[src/rtl/srep_pkg.sv]
// Shared constants for the scan line replicator.
// Assumes an 8-bit port byte with colour in the low bits and syncs above it.
package srep_pkg;
    localparam int BYTE_W     = 8;    // port byte width
    localparam int COL_W      = 6;    // colour field width, starting at bit 0
    localparam int HS_BIT     = 6;    // horizontal sync bit position
    localparam int VS_BIT     = 7;    // vertical sync bit position
    localparam int LED_W      = 4;    // LED nibble width
    localparam int LED_LSB    = 0;    // LED nibble position inside the byte
    localparam int FRAME_LINES = 521; // lines per frame
    localparam int ACTIVE_LINES = 480; // lines with picture content
    localparam int RESYNC_LINE = 485; // counter value loaded on vertical sync fall
    localparam int REP_FACTOR  = 4;   // one captured line per this many
    localparam int BUF_DEPTH   = 256; // line buffer entries
endpackage

[src/rtl/srep_line_store.sv]
// Line buffer: one write port and an asynchronous read at the same address.
// Assumes the caller never reads an entry before it has been written.
module srep_line_store #(
    parameter int DEPTH = 256,
    parameter int W     = 6,
    localparam int AW   = $clog2(DEPTH)
) (
    input  logic          clk,
    input  logic          we,
    input  logic [AW-1:0] addr,
    input  logic [W-1:0]  wdata,
    output logic [W-1:0]  rdata
);
    logic [W-1:0] mem [DEPTH];

    // Capture a colour value on a write strobe.
    always_ff @(posedge clk) begin
        if (we) begin
            mem[addr] <= wdata;
        end
    end

    // Replay read of the entry under the pointer.
    assign rdata = mem[addr];
endmodule

[src/rtl/srep_timing.sv]
// Line timing: detects horizontal sync rising edges, keeps the buffer
// pointer and the frame line counter, and decides capture or replay.
// Assumes REP is a power of two and at least two; strobes are single-cycle.
module srep_timing #(
    parameter int LINES  = 521,
    parameter int ACTIVE = 480,
    parameter int RESYNC = 485,
    parameter int REP    = 4,
    parameter int DEPTH  = 256,
    localparam int CNT_W = $clog2(LINES),
    localparam int PTR_W = $clog2(DEPTH),
    localparam int REP_W = $clog2(REP)
) (
    input  logic             clk,
    input  logic             rst_n,
    input  logic             stb,
    input  logic             hs_in,
    input  logic             vs_in,
    input  logic             force_wr,
    output logic [PTR_W-1:0] ptr_o,
    output logic             wr_o,
    output logic             rise_o
);
    logic [CNT_W-1:0] line_cnt;
    logic [CNT_W-1:0] base_cnt;
    logic [CNT_W-1:0] next_cnt;
    logic             prev_hs;
    logic             vs_at_edge;

    // Line event and capture decision for the current strobe.
    always_comb begin
        rise_o = stb && hs_in && !prev_hs;
        wr_o   = force_wr
              || (line_cnt[REP_W-1:0] == '0)
              || (line_cnt >= CNT_W'(ACTIVE));
    end

    // Counter value after an optional resync, then advanced with wrap.
    always_comb begin
        base_cnt = (vs_at_edge && !vs_in) ? CNT_W'(RESYNC) : line_cnt;
        next_cnt = (base_cnt == CNT_W'(LINES - 1)) ? '0 : base_cnt + 1'b1;
    end

    // Pointer, counter and sync history, updated on each strobe.
    always_ff @(posedge clk) begin
        if (!rst_n) begin
            line_cnt   <= '0;
            ptr_o      <= '0;
            prev_hs    <= 1'b0;
            vs_at_edge <= 1'b1;
        end else if (stb) begin
            prev_hs <= hs_in;
            if (rise_o) begin
                ptr_o      <= '0;
                vs_at_edge <= vs_in;
                line_cnt   <= next_cnt;
            end else begin
                ptr_o <= ptr_o + 1'b1;
            end
        end
    end
endmodule

[src/rtl/scanline_replicator.sv]
// Top level: captures one line in REP_FACTOR and replays it on the others,
// forwards syncs, and latches LED and DAC values at each line event.
// Assumes a port byte with colour at bit 0, syncs at HS_BIT and VS_BIT.
module scanline_replicator
    import srep_pkg::*;
(
    input  logic              clk,
    input  logic              rst_n,
    input  logic              pix_stb,
    input  logic [7:0]        port_byte,
    input  logic              rep_off,
    output logic [5:0]        pix_col,
    output logic              hsync_o,
    output logic              vsync_o,
    output logic [3:0]        led_o,
    output logic [7:0]        dac_o
);
    localparam int PTR_W = $clog2(BUF_DEPTH);
    localparam logic [BYTE_W-1:0] LED_MASK =
        BYTE_W'(((1 << LED_W) - 1) << LED_LSB);

    logic [PTR_W-1:0] ptr;
    logic             wr_path;
    logic             line_evt;
    logic [COL_W-1:0] stored_col;
    logic [COL_W-1:0] chosen_col;

    srep_timing #(
        .LINES (FRAME_LINES),
        .ACTIVE(ACTIVE_LINES),
        .RESYNC(RESYNC_LINE),
        .REP   (REP_FACTOR),
        .DEPTH (BUF_DEPTH)
    ) u_timing (
        .clk     (clk),
        .rst_n   (rst_n),
        .stb     (pix_stb),
        .hs_in   (port_byte[HS_BIT]),
        .vs_in   (port_byte[VS_BIT]),
        .force_wr(rep_off),
        .ptr_o   (ptr),
        .wr_o    (wr_path),
        .rise_o  (line_evt)
    );

    srep_line_store #(
        .DEPTH(BUF_DEPTH),
        .W    (COL_W)
    ) u_store (
        .clk  (clk),
        .we   (pix_stb && wr_path),
        .addr (ptr),
        .wdata(port_byte[COL_W-1:0]),
        .rdata(stored_col)
    );

    // Pick live or stored colour for this strobe.
    assign chosen_col = wr_path ? port_byte[COL_W-1:0] : stored_col;

    // Register the display outputs on every strobe.
    always_ff @(posedge clk) begin
        if (!rst_n) begin
            pix_col <= '0;
            hsync_o <= 1'b0;
            vsync_o <= 1'b0;
        end else if (pix_stb) begin
            pix_col <= chosen_col;
            hsync_o <= port_byte[HS_BIT];
            vsync_o <= port_byte[VS_BIT];
        end
    end

    // Latch LED and DAC side outputs at each line event.
    always_ff @(posedge clk) begin
        if (!rst_n) begin
            led_o <= '0;
            dac_o <= '0;
        end else if (line_evt) begin
            led_o <= port_byte[LED_LSB +: LED_W];
            dac_o <= port_byte & ~LED_MASK;
        end
    end
endmodule

[config.mk]
export PLATFORM = sky130hd
export DESIGN_NAME = scanline_replicator
export DESIGN_NICKNAME = d
export VERILOG_FILES = /design/src/rtl/srep_pkg.sv /design/src/rtl/srep_line_store.sv /design/src/rtl/srep_timing.sv /design/src/rtl/scanline_replicator.sv
export SDC_FILE = /design/constraint.sdc
export NUM_CORES = 1
export LEC_CHECK = 0
export ABC_AREA = 0
export BUFFER_PORTS_ARGS = -buffer_cell sky130_fd_sc_hd__buf_2
export CORE_ASPECT_RATIO = 0.7
export CORE_MARGIN = 2
export CORE_UTILIZATION = 40
export CTS_CLUSTER_DIAMETER = 120
export DETAILED_ROUTE_END_ITERATION = 12
export PLACE_DENSITY_LB_ADDON = 0.25
export SETUP_SLACK_MARGIN = 0.4
export SLEW_MARGIN = 40
export SYNTH_ARGS = -nofsm -noshare
export SYNTH_HDL_FRONTEND = slang
export SYNTH_SLANG_ARGS = --single-unit
export TNS_END_PERCENT = 30
[constraint.sdc]
create_clock -name clk -period 4.6 [get_ports clk]
set_clock_uncertainty 0.15 [all_clocks]
set_input_delay 0.23 -clock clk [delete_from_list [all_inputs] [get_ports clk]]
set_output_delay 0.23 -clock clk [all_outputs]
set_load 0.01 [all_outputs]
==> summary.txt, run 1 <==
Routing
  – Vias: 30405
  – Total routed wirelength: 160000 um
  – Via density per instance: 5.940
  – WL per Instance: approximately 31 um
  – Total iterations of the first detailed-routing run: 6
  – Antenna Violating Nets Remaining: 0
  – Iter 0 DRT Violations: 4005
  – Drt drc: 0

Layout
  – Area grow syn2layout: 12.78%
  – Most frequent cells in the layout: edfxtp_1, mux4_2, nor2_1
  – Fraction of layout cells with a size suffix above 1: a little over a quarter
  – NumNets Final: about 3000
  – Most common cell after layout, fill and taps aside: edfxtp_1

STA
  – Sum of negative setup slack: 0 ps
  – Final Slew Violations: 0
  – Period utilisation layout: approximately 88%
  – Final Critical Period: between 4000 and 5000 ps
  – Worst-margin pin slew: just under 1000 ps
  – Final Hold Fails: 0
  – Setup violators final: 0
  – Slew headroom: 35.40%
  – Post-layout worst setup margin: 544.0 ps
  – Fmax: 0.2465 GHz
  – Unrepaired setup endpoints after global routing: no
  – Hold Slack: approximately 280 ps

Hold path
  – Startpoint of the worst hold path: port_byte[0]
  – Hold worst-path end: u_store.mem[129][0]
  – Hold/Removal Path Class: primary input to flip-flop
  – Worst Hold Depth: 2

Clock network
  – Post-cts sizing count: 0
  – CTS Root Cell: clkbuf_16
  – Clock-pin slew on the worst setup and hold paths: approximately 70 ps
  – Worst-Skew Late Latency: just under 800 ps
  – TritonCTS clock tree: built
  – Max Buffers Root-to-Sink: 3
  – Total number of H-tree levels: 4
  – CTS Sinks: ~1600
  – CTS Buf Count: ~150

Power
  – Leakage: around 21 nW
  – Net Sw Frac: a little over a fifth
  – Comb pwr share: under 10%
  – Switch Pwr: between 6 and 7 mW
  – Power Internal: ~23 mW
  – Clock Power Share: 40.5%
  – Power Density: about 420 nW/um^2
  – Seq pwr share: around 54%
  – VDD IR max: approximately 0.0003 V

Synth
  – Yosys reg bits: approximately 1600
  – Ys Warns: 0
  – Register area share after synthesis: around three quarters
  – Yosys cell types: 57
  – Mapped cell area: slightly above 60000 um^2
  – Async SR Flop Fraction: 0%
  – EDFF count, synth: between 1500 and 2000
  – Mapped Cells: 2854
  – Syn Area/Cell: 21.49 um^2
  – Most used DFF post-synth: edfxtp_1

GRT
  – Global-route wire length before repair: ~230000 um
  – Vias in the first global route: about 30000
  – Initial antenna violation count: 6
  – Pin count of the biggest net entering global routing: 167
  – Gr usage total: between 20% and 30%
  – GRT overflow: 0

Critical path
  – Reg-to-reg critical path endpoint: pix_col[1]
  – Reg2Reg Setup Slack: 540 ps
  – Slowest CP cell: dfxtp_4
  – Max FO, Critical Path: between 50 and 60
  – WP data required: between 5000 and 6000 ps
  – Critical Path AT: ~4500 ps
  – RR Startpoint: u_timing.ptr_o[1]
  – Crit Path Class: flip-flop to flip-flop
  – Critical Path End Type: flip-flop
  – Cell chain of the critical path: buf_12 > mux4_2 > mux4_2 > mux2_2 > a22oi_1 > nor2_1 > nor4_1 > a21oi_1
  – Worst path most repeated cell: mux4_2
  – Startpoint Class: flip-flop
  – Largest stage delay, worst path: around 880 ps
  – Worst R2R Path Depth: 8

Place
  – RePlAce Congestion: just under 0.9
  – Detailed placer's ending HPWL: approximately 100000 um
  – Pre-CTS setup slack: ~560 ps
  – Buffers on Ports: 27

Floorplan
  – Initial Util: 40.20%
  – Core Region: approximately 150000 um^2
  – Row cnt: 120
  – Die X: 472.0 um
  – Die height: 331.6 um
  – I/O pin total: 32
  – Die footprint: 156500 um^2

Job
  – MaxCap Viol Count: 0

Outcome
  – Outcome: finished, final reports clean
power groups by stage:
stage / Sequential, mW / Clock (mW) / Combinational [mW]
6_report: 15.8 / 11.7 / 1.50
5_1_grt: 15.7 / 12.5 / 1.58
4_1_cts: 15.8 / 11.9 / 1.51
3_5_place_dp: 16.1 / 0 / 1.49
3_3_place_gp: 16.1 / 0 / 1.46
2_1_floorplan: 16.0 / 0 / 0.851
worst max path at each step:
stage	slack, ps	start	endpoint	depth (start not counted)
2_1_floorplan	1560	u_timing.ptr_o[0]	pix_col[2]	10
3_3_place_gp	620	u_timing.ptr_o[0]	pix_col[3]	11
3_5_place_dp	560	u_timing.line_cnt[5]	u_store.mem[115][5]	7
4_1_cts	560	u_timing.line_cnt[5]	u_store.mem[51][4]	7
5_1_grt	490	u_timing.ptr_o[0]	pix_col[3]	11
6_report	540	u_timing.ptr_o[1]	pix_col[1]	8
worst max-delay path, delay by kind of cell (launching register included):
kind	cells	cell delay (ps)
multiplexers	3	1260
buffers and inverters	1	390
AND/OR/NAND/NOR	2	830
AO/OA/AOI/OAI	2	330
flip-flops	1	880
layer usage:
metal	GRT usage [%]	wire, um	vias up
li1	-	-	12152
met1	31.50	71130	16447
met2	29.40	70680	1596
met3	4.697	14960	210
met4	5.033	3211	0
met5	0	0	-
what timing repair did:
item | CTS | global route
hold buffers | 14 | 1
buffers inserted | 0 | 0
hold endpoints to repair | 300 | 76
kinds of logic (layout without fill, tap and decap cells):
logic type	after synthesis	in the layout	share of synthesized area, %
xor gates and xnor gates	6	6	0.08569
adders and majority gates	6	6	0.1224
other	1	5	0.006115
buffers and inverters	198	446	1.500
AOI/OAI and AO/OA	139	139	1.563
and+or+nand+nor	446	446	3.066
muxes	487	487	17.31
DFF	1571	1571	76.35
metrics by stage:
| step | power, mW | instances | utilization, % | cell area, um^2 |
|---|---|---|---|---|
| 6_report | 29.00 | 5119 | 45.34 | 69160 |
| 5_1_grt | 29.80 | 5118 | 45.34 | 69160 |
| 4_1_cts | 29.19 | 5116 | 45.31 | 69110 |
| 3_5_place_dp | 17.56 | 4836 | 42.23 | 64420 |
| 3_3_place_gp | 17.52 | 4834 | 42.19 | 64370 |
| 2_1_floorplan | 16.89 | 2857 | - | 61340 |
synth_stat cells, drive strengths merged (17+ instances only):
cell type / n / share of area [%]
a22oi: 34 / 0.42
o21ai: 27 / 0.22
nand2: 65 / 0.40
mux2i: 22 / 0.36
a21oi: 17 / 0.14
nor2b: 17 / 0.17
edfxtp: 1536 / 75
nor2: 285 / 1.7
clkbuf: 77 / 0.47
dfxtp: 35 / 1.1
buf: 98 / 0.89
inv: 22 / 0.13
mux4: 458 / 17
nand3: 32 / 0.26
flip-flops by register name (all words and copies together) (netlist names):
signal               flops
dac_o                    4
led_o                    4
pix_col                  6
u_store.mem           1536
u_timing.line_cnt       10
u_timing.prev_hs         1
u_timing.ptr_o           8
u_timing.vs_at_edge      1
vsync_o                  1
area by class of cell:
class / count / area, um^2
tap: 2013 / 2519
inverter: 23 / 91.34
clock buffer: 187 / 3902
multi-input combinational: 1088 / 13650
timing repair buffer: 157 / 1505
fill: 12607 / 83380
clock inverter: 79 / 654.4
antenna: 1 / 2.502
sequential: 1571 / 46840
(Power assumes the default switching activity.)
==> run 2, diff against run 1 <==
ABC_AREA = 1   (was 0)
SKIP_CTS_REPAIR_TIMING = 1   (was unset)
==> summary.txt, run 2 <==
STA
  – Fmax: 0.2855 GHz (+16%)
  – Final Hold Fails: 0 (unchanged)
  – Period utilisation layout: 76.14% (-12 points)
  – Setup violators final: 0 (unchanged)
  – Final Slew Violations: 0 (unchanged)
  – Unrepaired setup endpoints after global routing: no
  – Slew headroom: 34.08% (-1.3 points)
  – Worst-margin pin slew: 988.8 ps (+21.85 ps)
  – Sum of negative setup slack: 0 ps (unchanged)
  – Final Critical Period: 3502 ps (-553.7 ps)

Synth
  – Largest cells by area after synthesis: edfxtp_1, nor2_1, nand2_1
  – Register area share after synthesis: 72.25% (-4.1 points)
  – EDFF count, synth: 1536 (unchanged)
  – Most frequent cell after synthesis: nor2_1
  – Yosys reg bits: 1571 (unchanged)
  – Synth top area share: 71.17% (-4.0 points)
  – Yosys cell types: 33 (-42%)
  – Async SR Flop Fraction: 0% (unchanged)
  – Ys Warns: 0 (unchanged)
  – Synth top cells by count: nor2_1, edfxtp_1, nand2_1
  – Most used DFF post-synth: edfxtp_1
  – Syn Area/Cell: 10.93 um^2 (-49%)
  – Mapped Cells: 5928 (+110%)
  – Mapped cell area: 64810 um^2 (+5.7%)
  – Synth area leader: edfxtp_1

Critical path
  – RR Startpoint: u_timing.ptr_o[0]
  – Max FO, Critical Path: 118 (+110%)
  – Cell chain of the critical path: inv_8 > ha_1 > nand3_2 > buf_4 > nor2_1
  – WP data required: 4850 ps (-220 ps)
  – Crit Path Class: flip-flop to flip-flop
  – Worst R2R Path Depth: 5 (-3)
  – Slowest CP cell: inv_8
  – Startpoint Class: flip-flop
  – Reg2Reg Setup Slack: 1100 ps (+550 ps)
  – CP endpoint: u_store.mem[16][2]
  – Critical Path AT: 3760 ps (-760 ps)
  – Critical Path Start: u_timing.ptr_o[0]
  – Largest stage delay, worst path: 570 ps (-310 ps)
  – Critical Path End Type: flip-flop
  – Reg-to-reg critical path endpoint: u_store.mem[16][2]

Layout
  – Max FFs per register: 1536 (unchanged)
  – Largest regs: u_store.mem (1536), u_timing.line_cnt (10), u_timing.ptr_o (8)
  – Fraction of layout cells with a size suffix above 1: 5.869% (-21 points)
  – Most frequent cells in the layout: nor2_1, edfxtp_1, nand2_1
  – Fin cells: 8107 (+58%)
  – Most common cell after layout, fill and taps aside: nor2_1
  – NumNets Final: 5884 (+96%)
  – Largest register by flop count: u_store.mem
  – Area grow syn2layout: 11.24%

Place
  – Buffers on Ports: 27 (unchanged)
  – Dpl cells: 7823 (+62%)
  – Detailed placer's ending HPWL: 105100 um (+4.4%)
  – RePlAce Congestion: 0.8717 (+0.10%)

Routing
  – DR top layer: met5
  – Antenna Violating Nets Remaining: 0 (unchanged)
  – Via density per instance: 5.364 (-9.7%)
  – Iter 0 DRT Violations: 5391 (+35%)
  – Vias: 43487 (+43%)
  – Met1 wire length: 85470 um (+20%)
  – Drt drc: 0 (unchanged)
  – Met3 Wirelength: 19780 um (+32%)
  – Wire length on met2: 74900 um (+6.0%)
  – Total routed wirelength: 183300 um (+15%)
  – WL per Instance: 22.61 um (-28%)
  – Total iterations of the first detailed-routing run: 6 (unchanged)

GRT
  – Pin count of the biggest net entering global routing: 169 (+1.2%)
  – Vias in the first global route: 40634 (+35%)
  – Initial antenna violation count: 6 (unchanged)
  – GRT overflow: 0 (unchanged)
  – Gr usage total: 21.84% (+1.4 points)
  – Global-route wire length before repair: 270500 um (+18%)

Floorplan
  – Die footprint: 165300 um^2 (+5.6%)
  – I/O pin total: 32 (unchanged)
  – Core Region: 160800 um^2 (+5.4%)
  – Initial Util: 40.30% (+0.093 points)
  – Die X: 485.1 um (+2.8%)
  – Die height: 340.8 um (+2.8%)
  – Row cnt: 123 (+2.5%)

Clock network
  – CTS Buf Count: 150 (+2.0%)
  – CTS Sinks: 1571 (unchanged)
  – Max Buffers Root-to-Sink: 3 (unchanged)
  – Total number of H-tree levels: 4 (unchanged)
  – TritonCTS clock tree: built
  – Worst-Skew Late Latency: 780 ps (about the same)
  – CTS Root Cell: clkbuf_16
  – Clock-pin slew on the worst setup and hold paths: 70 ps (about the same)

Power
  – Power Density: 501.9 nW/um^2 (+20%)
  – VDD IR max: 0.0007684 V (+160%)
  – Leakage: 25.29 nW (+22%)

Outcome
  – Outcome: finished, final reports clean

Hold path
  – Hold/Removal Path Class: primary input to flip-flop

Job
  – MaxCap Viol Count: 0 (unchanged)
==> run 2: cell count changes after synthesis, moves of 34 or more <==
cell      previous run  this run
a22oi_1             34         0
o21ai_1              1       172
o21ai_0             26       665
mux4_2             458         0
nor2_1             285      1625
buf_2               54       120
nand2_1             65      1231
inv_1               22       161
clkbuf_1            77       187
nand3_1             32        67
==> run 2: kinds of logic after synthesis <==
group,count (synthesis),share of synthesized area [%]
simple gates,2952,17.33
flops,1571,72.25
compound gates,882,6.927
buf+inv,514,3.342
fa+ha+maj,6,0.1158
xor+xnor,2,0.02703
other cells,1,0.005787
==> run 2: through the flow <==
stage	utilization, %	setup WS [ps]	cell area, um^2	total power [mW]	hold WS (ps)
floorplan	-	2115	64820	21.77	178.6
global placement	41.81	1109	67240	24.45	285.4
detailed placement	41.85	1124	67300	24.46	285.3
CTS	44.70	1110	71890	36.29	-496.6
global route	44.82	984.5	72090	37.85	149.5
finish	44.83	1098	72090	36.18	144.7
==> run 2: report_power, final <==
group	internal (mW)	switching, mW
clock	6.55	5.38
combinational	2.27	6.17
sequential	15.8	0.0627
==> run 2: cell type report <==
type / count / area (um^2)
multi-input cells: 3846 / 15980
repair buffers: 129 / 1376
fillers: 14824 / 88730
inverters: 168 / 648.1
diodes: 1 / 2.502
clock inverters: 66 / 529.3
clock buffers: 201 / 4060
flip-flops and latches: 1571 / 46830
well taps: 2125 / 2659
==> run 2: how the worst min path moves through the flow <==
stage                 startpoint                  end  slack (ps)  depth (start not counted)
global placement        dac_o[7]             dac_o[7]         290                          2
finish              port_byte[7]              vsync_o         140                          4
detailed placement      dac_o[5]             dac_o[5]         290                          2
global route        port_byte[7]              vsync_o         150                          4
floorplan                  rst_n  u_timing.vs_at_edge         180                          1
CTS                 port_byte[7]              vsync_o        -500                          3
==> run 2: metal layers <==
layer / vias to the layer above / global-route usage, %
met5: - / 0
met2: 1916 / 29.79
li1: 19997 / -
met3: 201 / 5.769
met4: 2 / 5.352
met1: 21371 / 34.20
==> run 2: worst max-delay path, delay by kind of cell (launching register included) <==
family,cells,cell delay (ps)
buffers and inverters,2,1070
and+or+nand+nor,2,1050
DFF,1,440
adders and majority gates,1,390
